File: src/rtl/tx_retry_pkg.sv
package tx_retry_pkg;

    typedef enum logic [1:0] {
        LB_NORMAL   = 2'b00,
        LB_INTERNAL = 2'b01,
        LB_EXTERNAL = 2'b10,
        LB_SPARE    = 2'b11
    } lb_mode_e;

    typedef struct packed {
        logic add_fcs;
        logic eop;
        logic padded;
    } desc_flags_t;

    typedef enum logic [1:0] {
        RES_NONE,
        RES_AGAIN,
        RES_OK,
        RES_FAIL
    } att_result_e;

    function automatic lb_mode_e decode_lb(input logic loop_b, input logic int_b);
        return lb_mode_e'({loop_b, int_b});
    endfunction

    // Padding wins, then the global setting, then the descriptor request.
    function automatic logic want_fcs(input logic no_fcs, input desc_flags_t d);
        return d.padded | ~no_fcs | (d.eop & d.add_fcs);
    endfunction

endpackage

File: src/rtl/tx_loop_decode.sv
module tx_loop_decode
    import tx_retry_pkg::*;
(
    input  logic loop_b,
    input  logic int_b,
    input  logic force_req,
    output logic force_eff
);
    lb_mode_e mode;

    always_comb begin
        mode      = decode_lb(loop_b, int_b);
        force_eff = force_req && (mode == LB_INTERNAL);
    end
endmodule

File: src/rtl/tx_fcs_policy.sv
module tx_fcs_policy
    import tx_retry_pkg::*;
(
    input  logic        clk,
    input  logic        rst,
    input  logic        load,
    input  logic        no_fcs,
    input  desc_flags_t flags,
    output logic        fcs_append
);
    always_ff @(posedge clk) begin
        if (rst) begin
            fcs_append <= 1'b0;
        end else if (load) begin
            fcs_append <= want_fcs(no_fcs, flags);
        end
    end
endmodule

File: src/rtl/tx_attempt_seq.sv
module tx_attempt_seq
    import tx_retry_pkg::*;
#(
    parameter int MAX_TRIES = 16
) (
    input  logic clk,
    input  logic rst,
    input  logic frame_start,
    input  logic single_req,
    input  logic force_eff,
    input  logic att_start,
    input  logic att_end,
    input  logic coll_in,
    output logic busy,
    output logic protect,
    output logic retx_req,
    output logic frame_done,
    output logic frame_ok,
    output logic retry_err
);
    localparam int CNT_W = (MAX_TRIES > 1) ? $clog2(MAX_TRIES) : 1;
    localparam logic [CNT_W-1:0] LAST_IDX = CNT_W'(MAX_TRIES - 1);

    logic [CNT_W-1:0] tries_q;
    logic             in_att_q;
    logic             coll_seen_q;
    logic             single_q;
    logic             force_q;
    logic             hit;
    logic             last;
    att_result_e      result;

    always_comb begin
        hit  = coll_seen_q | coll_in | force_q;
        last = single_q || (tries_q == LAST_IDX);
        if (!(busy && in_att_q && att_end)) begin
            result = RES_NONE;
        end else if (!hit) begin
            result = RES_OK;
        end else if (last) begin
            result = RES_FAIL;
        end else begin
            result = RES_AGAIN;
        end
    end

    always_ff @(posedge clk) begin
        if (rst) begin
            busy        <= 1'b0;
            tries_q     <= '0;
            in_att_q    <= 1'b0;
            coll_seen_q <= 1'b0;
            single_q    <= 1'b0;
            force_q     <= 1'b0;
            retx_req    <= 1'b0;
            frame_done  <= 1'b0;
            frame_ok    <= 1'b0;
            retry_err   <= 1'b0;
        end else begin
            retx_req   <= (result == RES_AGAIN);
            frame_done <= (result == RES_OK) || (result == RES_FAIL);
            frame_ok   <= (result == RES_OK);
            retry_err  <= (result == RES_FAIL);
            if (frame_start) begin
                busy        <= 1'b1;
                tries_q     <= '0;
                in_att_q    <= 1'b0;
                coll_seen_q <= 1'b0;
                single_q    <= single_req;
                force_q     <= force_eff;
            end else if (busy) begin
                if (!in_att_q) begin
                    if (att_start) begin
                        in_att_q    <= 1'b1;
                        coll_seen_q <= 1'b0;
                    end
                end else if (att_end) begin
                    in_att_q    <= 1'b0;
                    coll_seen_q <= 1'b0;
                    if (result == RES_AGAIN) begin
                        tries_q <= tries_q + 1'b1;
                    end else begin
                        busy <= 1'b0;
                    end
                end else if (coll_in) begin
                    coll_seen_q <= 1'b1;
                end
            end
        end
    end

    assign protect = busy & ~single_q;
endmodule

File: src/rtl/tx_retry_ctl.sv
module tx_retry_ctl
    import tx_retry_pkg::*;
#(
    parameter int MAX_TRIES = 16
) (
    input  logic clk,
    input  logic rst,
    input  logic cfg_single_try,
    input  logic cfg_force_coll,
    input  logic cfg_no_fcs,
    input  logic cfg_loop,
    input  logic cfg_int_loop,
    input  logic frame_start,
    input  logic desc_add_fcs,
    input  logic desc_eop,
    input  logic desc_padded,
    input  logic att_start,
    input  logic att_end,
    input  logic coll_in,
    output logic fcs_append,
    output logic retx_req,
    output logic fifo_protect,
    output logic frame_done,
    output logic frame_ok,
    output logic retry_err
);
    desc_flags_t flags;
    logic        force_eff;
    logic        busy;

    assign flags = '{add_fcs: desc_add_fcs, eop: desc_eop, padded: desc_padded};

    tx_loop_decode u_lb (
        .loop_b    (cfg_loop),
        .int_b     (cfg_int_loop),
        .force_req (cfg_force_coll),
        .force_eff (force_eff)
    );

    tx_fcs_policy u_fcs (
        .clk        (clk),
        .rst        (rst),
        .load       (frame_start),
        .no_fcs     (cfg_no_fcs),
        .flags      (flags),
        .fcs_append (fcs_append)
    );

    tx_attempt_seq #(.MAX_TRIES(MAX_TRIES)) u_seq (
        .clk         (clk),
        .rst         (rst),
        .frame_start (frame_start),
        .single_req  (cfg_single_try),
        .force_eff   (force_eff),
        .att_start   (att_start),
        .att_end     (att_end),
        .coll_in     (coll_in),
        .busy        (busy),
        .protect     (fifo_protect),
        .retx_req    (retx_req),
        .frame_done  (frame_done),
        .frame_ok    (frame_ok),
        .retry_err   (retry_err)
    );
endmodule

File: config.mk
export PLATFORM = sky130hd
export DESIGN_NAME = tx_retry_ctl
export DESIGN_NICKNAME = d
export VERILOG_FILES = /design/src/rtl/tx_retry_pkg.sv /design/src/rtl/tx_loop_decode.sv /design/src/rtl/tx_fcs_policy.sv /design/src/rtl/tx_attempt_seq.sv /design/src/rtl/tx_retry_ctl.sv
export SDC_FILE = /design/constraint.sdc
export NUM_CORES = 1
export LEC_CHECK = 0
export CAP_MARGIN = 15
export CORE_AREA = 2 2 39 41
export CTS_BUF_LIST = sky130_fd_sc_hd__clkbuf_8
export DETAILED_ROUTE_END_ITERATION = 16
export DIE_AREA = 0 0 41 43
export GPL_TIMING_DRIVEN = 0
export MAX_ROUTING_LAYER = met4
export PLACE_DENSITY_LB_ADDON = 0.12
export SLEW_MARGIN = 40
export SYNTH_ARGS = -nofsm -noshare
export SYNTH_HDL_FRONTEND = slang
export SYNTH_HIERARCHICAL = 1
export SYNTH_SLANG_ARGS = --single-unit
File: constraint.sdc
create_clock -name clk -period 3 [get_ports clk]
set_input_delay 0.45 -clock clk [delete_from_list [all_inputs] [get_ports clk]]
set_output_delay 0.45 -clock clk [all_outputs]
set_load 0.05 [all_outputs]
Word level (Yosys, flattened, before mapping) --
Index checks and enable logic that the tools add are counted.
Storage, ports and cells: bits of input ports 14, register bits 14, word-level logic and storage cells 50
Cells by class: equality and inequality tests 6, reductions and logical operators 9, muxes and demuxes 15, add/subtract/negate cells 1, bitwise logic cells 8
Operators with widths (number):
- 1-bit two-way mux | 12
- 2-bit two-way mux | 3
- 4-bit by 1-bit adder with 4-bit output (second input constant) | 1
- 2-bit by 1-bit == test with 1-bit output (second input constant) | 2
- 2-bit == test (second input constant) | 2
- 4-bit == test (second input constant) | 1
- 1-bit OR | 4
- 4-bit AND reduction | 1
- 1-bit logical AND | 3
- 3-bit inequality test (second input constant) | 1
- 3-bit AND reduction | 1
- 1-bit bitwise AND | 2
- 1-bit logical OR | 2
- 1-bit inverter | 2
- 2-bit nonzero test | 1
- 2-bit OR reduction | 1

Depth between registers and ports, before layout --
Gate-level depths: netlist (run 1).
word-level depth 11, gate-level depth with buffers 5

Hierarchy --
The synthesis (run 1) kept the hierarchy.
Modules (own cells, without submodules):
- tx_attempt_seq | area an instance 546.8 sq um, times used 1, cells an instance 55, seq. area each 260.2 sq um
- tx_fcs_policy | area an instance 42.5 sq um, times used 1, cells an instance 5, seq. area each 20.0 sq um
- tx_loop_decode | area an instance 8.8 sq um, times used 1, cells an instance 1, seq. area each 0.0 sq um

Worst setup path before layout (run 1) --
Ideal clock, no wire load.
path kind flip-flop to output port, start register u_seq.busy, end output port fifo_protect, arrival 1.145 ns, path slack 1.405 ns, stages on the path, launching flop included 2, path buffers 0, cells stage by stage dfxtp_1 nor2b_1
On the way: longest elaborated chain between the ends 1
RTL lines:
- start, declared | line tx_attempt_seq.sv:14 | output logic busy,
- start signal, assigned | line tx_attempt_seq.sv:49 | busy <= 1'b0;
- start signal, assigned | line tx_attempt_seq.sv:65 | busy <= 1'b1;
- start signal, assigned | line tx_attempt_seq.sv:83 | busy <= 1'b0;
- 1-bit bitwise AND | line tx_attempt_seq.sv:92 | assign protect = busy & ~single_q;
- end, declared | line tx_retry_ctl.sv:22 | output logic fifo_protect,
Every way passes these cells.

Worst setup path in the final report (run 1) --
Same ends and word-level chain as after synthesis.

==> metrics.md, run 1 <==
| Metric | Value |
|---|---|
| Status | `finished, final reports clean` |
| RSZ-0062 raised after global routing | `false` |
| GR Overflow Total | `0` |
| P_leak | `0.000316 uW` |
| Postcts setup bufs | `0` |
| DRT antenna net count | `0` |
| Ratio of cells with drive above 1 in the final layout | `0.107` |
| WS Path Type | `register to output port` |
| Commonest cells in the netlist | `dfxtp_1, nor2_1, a21oi_1, mux2i_1` |
| Vias post-DR | `487` |
| DIE HEIGHT | `43 microns` |
| Placer Congestion | `0.697` |
| Synth Register Bits | `14` |
| FP Rows | `14` |
| Diodes inserted | `0` |
| Type of origin of the critical path | `register` |
| Die W | `just over 40 microns` |
| # IOs | `20` |
| CP max stage delay | `0.80 ns` |
| Worst VDD drop | `0.333 mV` |
| Clock Skews | `0.000962 ns` |
| Syn Nets | `76` |
| Dominant synthesized flop cell | `dfxtp_1` |
| Number of warnings issued by yosys | `6` |
| Layout area overhead | `44.4%` |
| Fin crit period | `2.08 ns` |
| GR Util met1 | `0.209` |
| Clk buf depth | `2` |
| Sequential share of the synthesized area | `0.469` |
| Worst hold path type | `register to register` |
| Tcrit/Tclk final | `0.694` |
| CTS tree | `done` |
| EDFF count, synth | `0` |
| Met2 GRT Util | `0.209` |
| Cell taking the most area after synthesis | `dfxtp_1` |
| Worst-Margin Slew | `between 0.4 and 0.5 ns` |
| CTS H-tree depth | `1` |
| Worst EP arrival | `1.63 ns` |
| WL per Instance | `9.90 microns` |
| Fmax | `0.480 GHz` |
| Post-synth cell types | `25` |
| Final hold vios | `0` |
| Most frequent cell after synthesis | `dfxtp_1` |
| Slew Limit Fails | `0` |
| Initial Utilization | `0.432` |
| Setup TNS | `0 ns` |
| HPWL after DPL | `788 microns` |
| Cells after synthesis | `61` |
| Root Driver | `clkbuf_8` |
| GRT Overall Usage | `0.151` |
| Pwr Total | `420 uW` |
| Synthesized area per cell | `9.80 sq um` |
| Mapped cell area | `598 sq um` |
| Initial DRC Count | `5` |
| Vias in the first global route | `approximately 450` |
| Core Area | `0.00138 sq mm` |
| Antenna violations before repair | `0` |
| GR peak layer | `met2` |
| # hold bufs at CTS | `0` |
| Crit end category | `output port` |
| Drt drc | `0` |
| Nets@finish | `100` |
| Cts bufs inserted | `3` |
| Synth top area cells | `dfxtp_1, mux2i_1, nor2_1` |
| Cells on Worst Hold Path | `2` |
| GR Util met3 | `0.0471` |
| Slew headroom | `0.670` |
| Worst-path fanout max | `6` |
| Largest net degree at the start of global routing | `9` |
| Final Util | `0.624` |
| Async set-reset flop share out of synthesis | `0` |
| PortBufs | `19` |
| Critical path data required time | `2.55 ns` |
| # resized after CTS | `0` |
| First-pass GRT wire length | `between 1.5 and 2 mm` |
| Clock sinks | `14` |
| Slowest CP cell | `clkdlybuf4s50_1` |
| Setup violators final | `0` |
| Power per cell area | `487 mW/mm^2` |
| DRT Pass-1 Iters | `4` |
| WL final | `990 microns` |
| Via density | `between 4 and 5` |
| Max-cap violations | `0` |
| Worst-Skew Late Latency | `0.24 ns` |
| Die area | `0.00176 sq mm` |
| Top-area cell type share of the netlist area | `0.469` |
| Reg2Reg Depth | `5` |
| Clock slew at reported path FFs | `0.06 ns` |
| CP Cell Sequence | `nor2b_1 > clkdlybuf4s50_1` |
==> flip-flops by register name, summed over array words and instances (netlist names) <==
| signal | cells |
|---|---|
| u_seq/retry_err | 1 |
| u_seq/single_q | 1 |
| u_seq/in_att_q | 1 |
| u_fcs/fcs_append | 1 |
| u_seq/frame_done | 1 |
| u_seq/force_q | 1 |
| u_seq/coll_seen_q | 1 |
| u_seq/busy | 1 |
| u_seq/retx_req | 1 |
| u_seq/frame_ok | 1 |
| u_seq/tries_q | 4 |
==> power by group <==
| group | internal (uW) | switching (uW) |
|---|---|---|
| Combinational | 26.1 | 21.7 |
| Sequential | 190 | 4.56 |
| Clock | 116 | 62.1 |
==> routing by layer <==
| layer | up-vias | wire length, microns |
|---|---|---|
| met3 | 0 | 49 |
| met2 | 14 | 453 |
| li1 | 265 | - |
| met5 | - | 0 |
| met1 | 208 | 486 |
| met4 | 0 | 0 |
==> cells by family (layout without fill, tap and decap cells) <==
| family | Yosys count | after routing | synth area share |
|---|---|---|---|
| DFF | 14 | 14 | 0.469 |
| adders and majority gates | 1 | 1 | 0.0209 |
| and+or+nand+nor | 28 | 28 | 0.310 |
| AOI/OAI and AO/OA | 9 | 9 | 0.0921 |
| muxes | 4 | 4 | 0.0669 |
| xor gates and xnor gates | 1 | 1 | 0.0146 |
| buffers and inverters | 4 | 27 | 0.0272 |
==> cell usage in the layout, fill, tap and decap left out, drive strengths merged, types with 3 or more instances in the layout <==
master / netlist / layout
clkdlybuf4s50: 0 / 19
dfxtp: 14 / 14
nor2: 7 / 7
clkbuf: 2 / 6
a21oi: 4 / 4
mux2i: 4 / 4
nor3: 4 / 4
nand2: 3 / 3
nor2b: 3 / 3
nor3b: 3 / 3
==> final cells by class <==
type,instances,area [sq um]
Sequential cell,14,280
Inverter,2,7.51
Multi-Input combinational cell,43,302
Buffer,2,8.76
Clock buffer,4,55.1
Timing Repair Buffer,19,190
Tap cell,16,20.0
Fill cell,122,520
==> final timing paths <==
| check | slack, ns | start | end |
|---|---|---|---|
| max | 0.92 | u_seq/busy$_SDFF_PP0_ | fifo_protect |
| min | 0.50 | u_fcs/fcs_append$_SDFFE_PP0P_ | u_fcs/fcs_append$_SDFFE_PP0P_ |
| max reg2reg | 1.55 | u_seq/tries_q[0]$_SDFFE_PP0P_ | u_seq/tries_q[3]$_SDFFE_PP0P_ |
| min reg2reg | 0.50 | u_fcs/fcs_append$_SDFFE_PP0P_ | u_fcs/fcs_append$_SDFFE_PP0P_ |
==> critical path: cells and delay by family (launching register included) <==
| kind | cells | cell delay, ns |
|---|---|---|
| buf+inv | 1 | 0.80 |
| flops | 1 | 0.44 |
| simple gates | 1 | 0.16 |
==> per-stage QoR <==
step	std cells	hold WS [ns]	cell area (sq um)	setup WS, ns
3_5_place_dp	96	0.496	808	1.06
6_report	100	0.497	863	0.917
3_3_place_gp	96	0.489	808	1.08
5_1_grt	100	0.525	863	0.832
2_1_floorplan	61	0.479	598	1.40
4_1_cts	100	0.503	863	0.909
No activity file was read; power rests on OpenSTA's default activity.
==> inputs of run 2 (changes only) <==
- CORE_AREA: 2 2 39 41 -> not set
- CORE_UTILIZATION: not set -> 45
- DIE_AREA: 0 0 41 43 -> not set
- clock period: 3 -> 2.1 ns (I/O delays scaled with it)
==> metrics.md, run 2 (same netlist as run 1, synthesis figures left out) <==
| Metric | Value |
|---|---|
| Largest register FFs | `4 (unchanged)` |
| WS Path Type | `register to output port (unchanged)` |
| Initial DRC Count | `3 (was 5)` |
| Hold path start | `u_seq/tries_q[1]$_SDFFE_PP0P_ (was u_fcs/fcs_append$_SDFFE_PP0P_)` |
| WL per Instance | `12.2 microns (was 9.90 microns)` |
| Worst-path fanout max | `6 (unchanged)` |
| Worst setup startpoint | `u_seq/busy$_SDFF_PP0_ (unchanged)` |
| Max-cap violations | `0 (unchanged)` |
| Worst VDD drop | `0.468 mV (was 0.333 mV)` |
| CP delay by family, top | `buffers and inverters (unchanged)` |
| Setup TNS | `0 ns (unchanged)` |
| DIE HEIGHT | `38.5 microns (was 43 microns)` |
| Clk buf depth | `2 (unchanged)` |
| FF/Latch Area | `280 sq um (unchanged)` |
| R2R Setup Slk | `0.65 ns (was 1.55 ns)` |
| CTS tree | `done (unchanged)` |
| Area of the multi-input gates | `302 sq um (unchanged)` |
| Buffers & Inverters on Critical Path | `1 (unchanged)` |
| # hold bufs at CTS | `0 (unchanged)` |
| Worst EP arrival | `1.70 ns (was 1.63 ns)` |
| CP Depth | `2 (unchanged)` |
| CTS H-tree depth | `1 (unchanged)` |
| Die area | `0.00148 sq mm (was 0.00176 sq mm)` |
| Via density | `5.24 (was 4.87)` |
| GRT Overall Usage | `0.217 (was 0.151)` |
| Setup violators final | `0 (unchanged)` |
| Core Area | `0.00117 sq mm (was 0.00138 sq mm)` |
| Placer Congestion | `0.695 (was 0.697)` |
| Filler cells | `96 (was 122)` |
| Worst-Skew Late Latency | `0.24 ns (about the same)` |
| CP Cell Sequence | `nor2b_1 > clkdlybuf4s50_1 (unchanged)` |
| Slowest CP cell | `clkdlybuf4s50_1 (unchanged)` |
| Most frequent cells in the layout | `clkdlybuf4s50_1, dfxtp_1, nor2_1 (unchanged)` |
| Clock slew at reported path FFs | `0.06 ns (about the same)` |
| Final Cell Area | `861 sq um (was 863 sq um)` |
| # IOs | `20 (unchanged)` |
| Fin crit period | `2.01 ns` |
| WL final | `1.19 mm (was 990 microns)` |
| Diodes inserted | `0 (unchanged)` |
| Drt drc | `0 (unchanged)` |
| Antenna violations before repair | `0 (unchanged)` |
| Final hold vios | `0 (unchanged)` |
| Clock sinks | `14 (unchanged)` |
| RSZ-0062 raised after global routing | `false (unchanged)` |
| DRT Pass-1 Iters | `4 (unchanged)` |
| Cts bufs inserted | `3 (unchanged)` |
| GR Overflow Total | `0 (unchanged)` |
| Final Util | `0.735 (was 0.624)` |
| Initial Utilization | `0.511 (was 0.432)` |
| Tcrit/Tclk final | `0.957` |
| Die W | `38.5 microns (was 41 microns)` |
| Vias in the first global route | `452 (was 445)` |
| Slew Limit Fails | `0 (unchanged)` |
| Postcts setup bufs | `0 (unchanged)` |
| Status | `finished, final reports clean (unchanged)` |
| Reg2reg start | `u_seq/tries_q[0]$_SDFFE_PP0P_ (unchanged)` |
| Fmax | `0.497 GHz` |
| Capturing point of the worst reg2reg path | `u_seq/busy$_SDFF_PP0_ (was u_seq/tries_q[3]$_SDFFE_PP0P_)` |
| Worst-Margin Slew | `0.490 ns (was 0.493 ns)` |
| Layout area overhead | `43.9% (was 44.4%)` |
| Crit end category | `output port (unchanged)` |
| Type of origin of the critical path | `register (unchanged)` |
| CP max stage delay | `0.82 ns (was 0.80 ns)` |
| Crit path to | `fifo_protect (unchanged)` |
| Reg2Reg Depth | `5 (unchanged)` |
| Critical path data required time | `1.78 ns (was 2.55 ns)` |
| First-pass GRT wire length | `1.99 mm (was 1.82 mm)` |
| Pwr Total | `606 uW (was 420 uW)` |
| Most flops, register | `u_seq/tries_q (unchanged)` |
| Largest net degree at the start of global routing | `9 (unchanged)` |
| P_leak | `0.000316 uW (unchanged)` |
| Clock Skews | `0.00269 ns (was 0.000962 ns)` |
| # resized after CTS | `0 (unchanged)` |
| Slew headroom | `0.673 (was 0.670)` |
| DRT antenna net count | `0 (unchanged)` |
| Worst hold path type | `register to register (unchanged)` |
| Nets@finish | `100 (unchanged)` |
| Placed inst area | `806 sq um (was 808 sq um)` |
| Power per cell area | `704 mW/mm^2 (was 487 mW/mm^2)` |
| Most common cell after layout, fill and taps aside | `clkdlybuf4s50_1 (unchanged)` |
| Root Driver | `clkbuf_8 (unchanged)` |
| Vias post-DR | `514 (was 487)` |
| FP Rows | `12 (was 14)` |
| HPWL after DPL | `859 microns (was 788 microns)` |
| PortBufs | `19 (unchanged)` |
| Ratio of cells with drive above 1 in the final layout | `0.107 (unchanged)` |
==> run 2: metal layers <==
metal	global-route usage	wire length (microns)
met5	-	0
met4	0.129	13
met3	0.0930	52
met2	0.301	560
met1	0.260	565
==> run 2: worst min path at each step <==
stage                                                to  slack [ns]  depth (start not counted)
final                     u_seq/tries_q[1]$_SDFFE_PP0P_        0.53                          2
after CTS                 u_seq/tries_q[1]$_SDFFE_PP0P_        0.53                          2
after floorplan           u_fcs/fcs_append$_SDFFE_PP0P_        0.39                          1
after global placement    u_fcs/fcs_append$_SDFFE_PP0P_        0.49                          2
after global routing      u_seq/tries_q[1]$_SDFFE_PP0P_        0.57                          2
after detailed placement  u_seq/tries_q[1]$_SDFFE_PP0P_        0.52                          2
==> run 2: area by class of cell <==
class / count / area share
Buffer: 2 / 0.0102
Clock buffer: 4 / 0.0640
Inverter: 2 / 0.00872
Multi-Input combinational cell: 43 / 0.350
Sequential cell: 14 / 0.326
Tap cell: 14 / 0.0203
Timing Repair Buffer: 19 / 0.221
==> run 2: worst register-to-register path, delay by kind of cell, from the launching register on <==
family	cells	cell delay, ns
AND/OR/NAND/NOR	2	0.54
adder cells (fa/ha/maj)	1	0.21
AO/OA/AOI/OAI	2	0.32
flip-flops	1	0.33
==> run 2: power breakdown <==
| part | internal, uW | leakage, uW | switching (uW) |
|---|---|---|---|
| registers | 271 | 0.000114 | 6.75 |
| logic | 37.4 | 0.000174 | 33.2 |
| clock network | 166 | 0.0000288 | 91.8 |
==> run 2: stage by stage <==
| step | cells | setup slack [ns] | hold slack [ns] |
|---|---|---|---|
| 5_1_grt | 98 | 0.00951 | 0.566 |
| 2_1_floorplan | 61 | 0.640 | 0.387 |
| 3_5_place_dp | 94 | 0.287 | 0.516 |
| 4_1_cts | 98 | 0.0866 | 0.530 |
| 6_report | 98 | 0.0896 | 0.530 |
| 3_3_place_gp | 94 | 0.323 | 0.491 |
